===== src/rtl/hwsw_fifo_pkg.sv =====
package hwsw_fifo_pkg;
  localparam int unsigned BUS_AW = 4;

  localparam logic [BUS_AW-1:0] OFS_DATA = 4'h0;
  localparam logic [BUS_AW-1:0] OFS_AF   = 4'h4;
  localparam logic [BUS_AW-1:0] OFS_AE   = 4'h8;
  localparam logic [BUS_AW-1:0] OFS_STAT = 4'hC;

  localparam int unsigned ST_EMPTY   = 0;
  localparam int unsigned ST_FULL    = 1;
  localparam int unsigned ST_AEMPTY  = 2;
  localparam int unsigned ST_AFULL   = 3;
  localparam int unsigned ST_CNT_LSB = 8;

  typedef struct packed {
    logic afull;
    logic aempty;
    logic full;
    logic empty;
  } occ_flags_t;
endpackage


===== src/rtl/hwsw_fifo_store.sv =====
module hwsw_fifo_store #(
  parameter int unsigned DW = 32,
  parameter int unsigned AW = 4
) (
  input  logic          clk_i,
  input  logic          rst_ni,
  input  logic          wr_en_i,
  input  logic [DW-1:0] wr_data_i,
  input  logic          rd_en_i,
  output logic [DW-1:0] head_o
);
  localparam int unsigned DEPTH = 1 << AW;

  logic [AW-1:0] wr_ptr_q, rd_ptr_q;
  logic [DW-1:0] mem_q [DEPTH];

  always_ff @(posedge clk_i or negedge rst_ni) begin
    if (!rst_ni) begin
      wr_ptr_q <= '0;
      rd_ptr_q <= '0;
    end else begin
      if (wr_en_i) wr_ptr_q <= wr_ptr_q + 1'b1;
      if (rd_en_i) rd_ptr_q <= rd_ptr_q + 1'b1;
    end
  end

  // storage is not reset; only pointers define validity
  always_ff @(posedge clk_i) begin
    if (wr_en_i) mem_q[wr_ptr_q] <= wr_data_i;
  end

  assign head_o = mem_q[rd_ptr_q];
endmodule


===== src/rtl/hwsw_fifo_occupancy.sv =====
module hwsw_fifo_occupancy
  import hwsw_fifo_pkg::*;
#(
  parameter int unsigned AW = 4
) (
  input  logic        clk_i,
  input  logic        rst_ni,
  input  logic        push_i,
  input  logic        pop_i,
  input  logic [AW:0] af_thr_i,
  input  logic [AW:0] ae_thr_i,
  output logic [AW:0] count_o,
  output occ_flags_t  flags_o
);
  localparam int unsigned CW    = AW + 1;
  localparam int unsigned DEPTH = 1 << AW;

  logic [CW-1:0] count_q;

  always_ff @(posedge clk_i or negedge rst_ni) begin
    if (!rst_ni) begin
      count_q <= '0;
    end else begin
      unique case ({push_i, pop_i})
        2'b10:   count_q <= count_q + 1'b1;
        2'b01:   count_q <= count_q - 1'b1;
        default: ;
      endcase
    end
  end

  always_comb begin
    flags_o.full   = (count_q == CW'(DEPTH));
    flags_o.empty  = (count_q == '0);
    flags_o.afull  = (count_q >= af_thr_i);
    flags_o.aempty = (count_q <= ae_thr_i);
  end

  assign count_o = count_q;
endmodule


===== src/rtl/hwsw_fifo_regs.sv =====
module hwsw_fifo_regs
  import hwsw_fifo_pkg::*;
#(
  parameter int unsigned DW = 32,
  parameter int unsigned AW = 4
) (
  input  logic              clk_i,
  input  logic              rst_ni,
  input  logic              req_i,
  input  logic              we_i,
  input  logic [BUS_AW-1:0] addr_i,
  input  logic [DW-1:0]     wdata_i,
  input  occ_flags_t        flags_i,
  input  logic [AW:0]       count_i,
  input  logic [DW-1:0]     head_i,
  output logic              pop_o,
  output logic [AW:0]       af_thr_o,
  output logic [AW:0]       ae_thr_o,
  output logic              rsp_o,
  output logic              err_o,
  output logic [DW-1:0]     rdata_o
);
  localparam int unsigned CW    = AW + 1;
  localparam int unsigned DEPTH = 1 << AW;

  logic [CW-1:0] af_q, ae_q;
  logic          rsp_q, err_q;
  logic [DW-1:0] rdata_q;
  logic          nx_err;
  logic [DW-1:0] nx_data;
  logic [DW-1:0] status;
  logic          unused_wdata_hi;

  assign unused_wdata_hi = ^wdata_i[DW-1:CW];

  assign pop_o = req_i && !we_i && (addr_i == OFS_DATA) && !flags_i.empty;

  always_comb begin
    status                    = '0;
    status[ST_EMPTY]          = flags_i.empty;
    status[ST_FULL]           = flags_i.full;
    status[ST_AEMPTY]         = flags_i.aempty;
    status[ST_AFULL]          = flags_i.afull;
    status[ST_CNT_LSB +: CW]  = count_i;
  end

  always_comb begin
    nx_err  = 1'b0;
    nx_data = '0;
    unique case (addr_i)
      OFS_DATA: begin
        if (we_i || flags_i.empty) nx_err = 1'b1;
        else                       nx_data = head_i;
      end
      OFS_AF:   if (!we_i) nx_data = DW'(af_q);
      OFS_AE:   if (!we_i) nx_data = DW'(ae_q);
      OFS_STAT: if (!we_i) nx_data = status;
      default:  nx_err = 1'b1;
    endcase
  end

  always_ff @(posedge clk_i or negedge rst_ni) begin
    if (!rst_ni) begin
      af_q <= CW'(DEPTH);
      ae_q <= '0;
    end else if (req_i && we_i) begin
      if (addr_i == OFS_AF) af_q <= wdata_i[CW-1:0];
      if (addr_i == OFS_AE) ae_q <= wdata_i[CW-1:0];
    end
  end

  always_ff @(posedge clk_i or negedge rst_ni) begin
    if (!rst_ni) begin
      rsp_q   <= 1'b0;
      err_q   <= 1'b0;
      rdata_q <= '0;
    end else begin
      rsp_q   <= req_i;
      err_q   <= req_i && nx_err;
      rdata_q <= req_i ? nx_data : '0;
    end
  end

  assign af_thr_o = af_q;
  assign ae_thr_o = ae_q;
  assign rsp_o    = rsp_q;
  assign err_o    = err_q;
  assign rdata_o  = rdata_q;
endmodule


===== src/rtl/hwsw_fifo.sv =====
module hwsw_fifo
  import hwsw_fifo_pkg::*;
#(
  parameter int unsigned DATA_W     = 32,
  parameter int unsigned DEPTH_LOG2 = 4
) (
  input  logic                  clk_i,
  input  logic                  rst_ni,
  input  logic                  push_valid_i,
  input  logic [DATA_W-1:0]     push_data_i,
  output logic                  overflow_o,
  output logic                  full_o,
  output logic                  empty_o,
  output logic                  almost_full_o,
  output logic                  almost_empty_o,
  output logic [DEPTH_LOG2:0]   count_o,
  input  logic                  bus_req_i,
  input  logic                  bus_we_i,
  input  logic [3:0]            bus_addr_i,
  input  logic [DATA_W-1:0]     bus_wdata_i,
  output logic                  bus_rsp_o,
  output logic                  bus_err_o,
  output logic [DATA_W-1:0]     bus_rdata_o
);
  localparam int unsigned CW = DEPTH_LOG2 + 1;

  occ_flags_t        flags;
  logic [CW-1:0]     count, af_thr, ae_thr;
  logic [DATA_W-1:0] head;
  logic              push_ok, pop_ok;
  logic              overflow_q;

  // a push at full is dropped even if a pop frees a slot this cycle
  assign push_ok = push_valid_i && !flags.full;

  hwsw_fifo_store #(.DW(DATA_W), .AW(DEPTH_LOG2)) u_store (
    .clk_i     (clk_i),
    .rst_ni    (rst_ni),
    .wr_en_i   (push_ok),
    .wr_data_i (push_data_i),
    .rd_en_i   (pop_ok),
    .head_o    (head)
  );

  hwsw_fifo_occupancy #(.AW(DEPTH_LOG2)) u_occ (
    .clk_i    (clk_i),
    .rst_ni   (rst_ni),
    .push_i   (push_ok),
    .pop_i    (pop_ok),
    .af_thr_i (af_thr),
    .ae_thr_i (ae_thr),
    .count_o  (count),
    .flags_o  (flags)
  );

  hwsw_fifo_regs #(.DW(DATA_W), .AW(DEPTH_LOG2)) u_regs (
    .clk_i    (clk_i),
    .rst_ni   (rst_ni),
    .req_i    (bus_req_i),
    .we_i     (bus_we_i),
    .addr_i   (bus_addr_i),
    .wdata_i  (bus_wdata_i),
    .flags_i  (flags),
    .count_i  (count),
    .head_i   (head),
    .pop_o    (pop_ok),
    .af_thr_o (af_thr),
    .ae_thr_o (ae_thr),
    .rsp_o    (bus_rsp_o),
    .err_o    (bus_err_o),
    .rdata_o  (bus_rdata_o)
  );

  always_ff @(posedge clk_i or negedge rst_ni) begin
    if (!rst_ni) overflow_q <= 1'b0;
    else         overflow_q <= push_valid_i && flags.full;
  end

  assign overflow_o     = overflow_q;
  assign full_o         = flags.full;
  assign empty_o        = flags.empty;
  assign almost_full_o  = flags.afull;
  assign almost_empty_o = flags.aempty;
  assign count_o        = count;
endmodule


===== config.mk =====
export PLATFORM = sky130hd
export DESIGN_NAME = hwsw_fifo
export DESIGN_NICKNAME = d
export VERILOG_FILES = /design/src/rtl/hwsw_fifo_pkg.sv /design/src/rtl/hwsw_fifo_store.sv /design/src/rtl/hwsw_fifo_occupancy.sv /design/src/rtl/hwsw_fifo_regs.sv /design/src/rtl/hwsw_fifo.sv
export SDC_FILE = /design/constraint.sdc
export NUM_CORES = 1
export LEC_CHECK = 0
export BUFFER_PORTS_ARGS = -buffer_cell sky130_fd_sc_hd__buf_4
export CAP_MARGIN = 20
export CORE_UTILIZATION = 60
export CTS_BUF_LIST = sky130_fd_sc_hd__clkbuf_4 sky130_fd_sc_hd__clkbuf_8
export CTS_CLUSTER_SIZE = 16
export DETAILED_ROUTE_END_ITERATION = 10
export GPL_TIMING_DRIVEN = 1
export HOLD_SLACK_MARGIN = 0.06
export PLACE_DENSITY = 0.82
export SETUP_SLACK_MARGIN = 0.15
export SYNTH_ARGS = -nofsm -noshare
export SYNTH_HDL_FRONTEND = slang
export SYNTH_HIERARCHICAL = 1
export SYNTH_SLANG_ARGS = --single-unit

===== constraint.sdc =====
create_clock -name clk_i -period 3.4 [get_ports clk_i]
set_input_delay 0.68 -clock clk_i [delete_from_list [all_inputs] [get_ports clk_i]]
set_output_delay 0.68 -clock clk_i [all_outputs]
set_load 0.01 [all_outputs]

==> flow_metrics.tcl <==
set metrics [dict create \
    mostFrequentLayoutCells "512 x edfxtp_1, 128 x mux4_2, 112 x buf_4, 101 x clkbuf_8, 64 x a22oi_1" \
    maxSlewViolCount 0 \
    drt-total-wl_mm 45.9 \
    cp_slowest_cell "dfrtp_1" \
    clockRootBuffer "clkbuf_8" \
    violations "DRC" \
    seqPwrFrac 0.474 \
    ys_ff_latch 570 \
    placed_cells 1575 \
    tightest_slew_ns 0.927 \
    die_y_um 193 \
    p_leak_nw 8.65 \
    yosysUniqueCellTypes 48 \
    synthFlopType "edfxtp_1" \
    rows 69 \
    antenna_left 0 \
    die-area_mm2 0.0374 \
    antenna_found_initial 1 \
    switching_share 0.269 \
    post-place-ws_ns 0.260 \
    cts_resized 0 \
    grt_max_degree 59 \
    cts_hold_buf 0 \
    cpPeakStageDelay_ns 0.56 \
    placed_area_mm2 0.0235 \
    synth_top_area_cell "edfxtp_1" \
    place_hpwl_mm 25.5 \
    reg2reg_slack_ns 0.36 \
    reg2reg_depth 11 \
    syn_nets 1132 \
    fin_tns_setup_ns 0 \
    io_buffers 89 \
    post_cts.repair.setup_buffers 0 \
    fmax_ghz 0.328 \
    comb_power_share 0.221 \
    vias 11100 \
    r2r-end "u_occ/count_o[4]" \
    cp-startpoint "u_occ/count_o[0]" \
    p_int_mw 13.5 \
    io_pins 117 \
    cp.required_ns 2.72 \
    fin_ws_ns 0.350 \
    wire_per_inst_um 26.4 \
    clock_power_share 0.305 \
    grt_pass1_wl_mm 69.5 \
    crit_chain "inv_1, ha_1, nand2b_1, a21o_1, a21oi_1, o21ai_1, buf_4" \
    cts.path.max_buffers 3 \
    h-tree-depth 3 \
    grt_overflow 0 \
    cts_tree "yes" \
    fin_crit_sh 0.897 \
    grt_use_total 0.253 \
    die_x_um 193 \
    fin_util 0.706 \
    cts.sinks 570 \
    start_util 0.614 \
    drive_gt1_frac 0.349 \
    cts_made_buffers 86 \
    min_path_type "in2async" \
    synth_top_area_share 0.699 \
    yosysSeqAreaShare 0.765 \
    critPathMaxFanout 9 \
    max-cap-violations 0 \
    relSlewSlack 0.382 \
    rsz0062_at_grt "false" \
    clk_pin_slew_worst_paths_ns 0.06 \
    holdWs_ns 0.198 \
    p_sw_mw 4.95 \
    fin_nets 1294 \
    first_pass_iters 9 \
    gp_congestion 0.830 \
    rr_startpoint "u_occ/count_o[1]" \
    via_per_inst 6.37 \
    path_buf_inv 2 \
    drt_iter0_markers 1053 \
    syn_area_per_cell_um2 21.1 \
    final_common_cell "edfxtp_1" \
    antenna_cells 0 \
    power_density_mw_per_mm2 728 \
    startpoint_type "flop" \
    area_delta_synth_final_pct 15.1 \
    clock_latency_ns 0.64 \
    max-vdd-ir-drop_uv 440 \
    setup_viol 0 \
    core-area_mm2 0.0358 \
    async_reset_ff_frac 0.102 \
    drc_errors 10 \
    fin_crit_ns 3.05 \
    status "finished, violations left" \
    design_area_mm2 0.0253 \
    hold_viol_final 0 \
    ys.warnings.count 6 \
    cp_top_family "flip-flops" \
    end_kind "output pin" \
    crit_type "reg2out" \
    p_total_mw 18.4 \
    synthesis.area_mm2 0.0220 \
    grt_pass1_vias 11600 \
    synth.area.top_cells "edfxtp_1 70%, mux4_2 13%, dfrtp_1 6.5%" \
    critPathArrivalTime_ns 2.37 \
    clock_skew_ns 0.0273 \
    synth_cells 1040 \
    finalNonFillerCells 1735 \
    path_depth 7 \
    synth_edf_count 512 \
]
==> metal layers <==
layer  track usage  wire [um]  vias to the layer above
li1              -          -                     4624
met1         0.349      18100                     5767
met2         0.412      22700                      555
met3        0.0411       3700                      111
met4         0.101       1410                        2
met5             0          8                        -
==> power by group through the flow <==
stage	sequential [mW]	clock, mW	combinational [mW]
after floorplan	8.67	0	2.99
after global placement	8.80	0	3.95
after detailed placement	8.87	0	4.07
after CTS	8.73	5.73	4.10
after global routing	8.78	6.01	4.35
final	8.73	5.62	4.07
==> logic make-up after synthesis <==
logic type                 after synthesis  synth area share
AOI/OAI and AO/OA                      100            0.0335
xor gates and xnor gates                10           0.00398
adders and majority gates               19            0.0108
buffers and inverters                   69            0.0151
DFF                                    570             0.765
muxes                                  145             0.140
and+or+nand+nor                        127            0.0316
==> registers in the layout, summed over array words and instances, names as in the netlist <==
| name | flops |
|---|---|
| overflow_o | 1 |
| u_occ/count_o | 5 |
| u_regs/ae_thr_o | 5 |
| u_regs/af_thr_o | 5 |
| u_regs/err_o | 1 |
| u_regs/rdata_o | 32 |
| u_regs/rsp_o | 1 |
| u_store/mem_q | 512 |
| u_store/rd_ptr_q | 4 |
| u_store/wr_ptr_q | 4 |
==> area by class of cell <==
class                   count  area (um2)
repair buffers            129        1180
fillers                  1997       10500
clock buffers             125        1570
multi-input cells         401        4880
clock inverters            35         213
flip-flops and latches    570       16800
inverters                  14        52.6
well taps                 461         577
==> how the worst max path moves through the flow <==
stage	to
finish	almost_full_o
CTS	almost_full_o
detailed placement	u_occ/count_o[4]
global placement	u_occ/count_o[4]
global route	u_occ/count_o[4]
floorplan	u_occ/count_o[4]
==> cells in the mapped netlist, types with 3 or more instances <==
cell type / instances
a211oi_1: 9
a21oi_1: 4
a22oi_1: 64
a32oi_1: 5
and2_1: 39
buf_1: 3
buf_2: 8
buf_4: 7
buf_6: 5
clkbuf_1: 32
dfrtp_1: 57
edfxtp_1: 512
ha_1: 19
inv_1: 14
mux2_2: 12
mux2i_1: 5
mux4_2: 128
nand2_1: 41
nand2b_1: 3
nand4_1: 5
nor2_1: 15
nor2b_1: 5
nor3b_1: 6
o21ai_0: 5
xnor2_1: 7
xor2_1: 3
==> worst reg2reg max path: cells and delay by family (launching register included) <==
| kind | cells | cell delay [ns] |
|---|---|---|
| buffers and inverters | 2 | 0.29 |
| adder cells (fa/ha/maj) | 2 | 0.47 |
| AO/OA/AOI/OAI | 3 | 0.34 |
| AND/OR/NAND/NOR | 4 | 1.29 |
| flip-flops | 1 | 0.52 |
(Power assumes the default switching activity.)
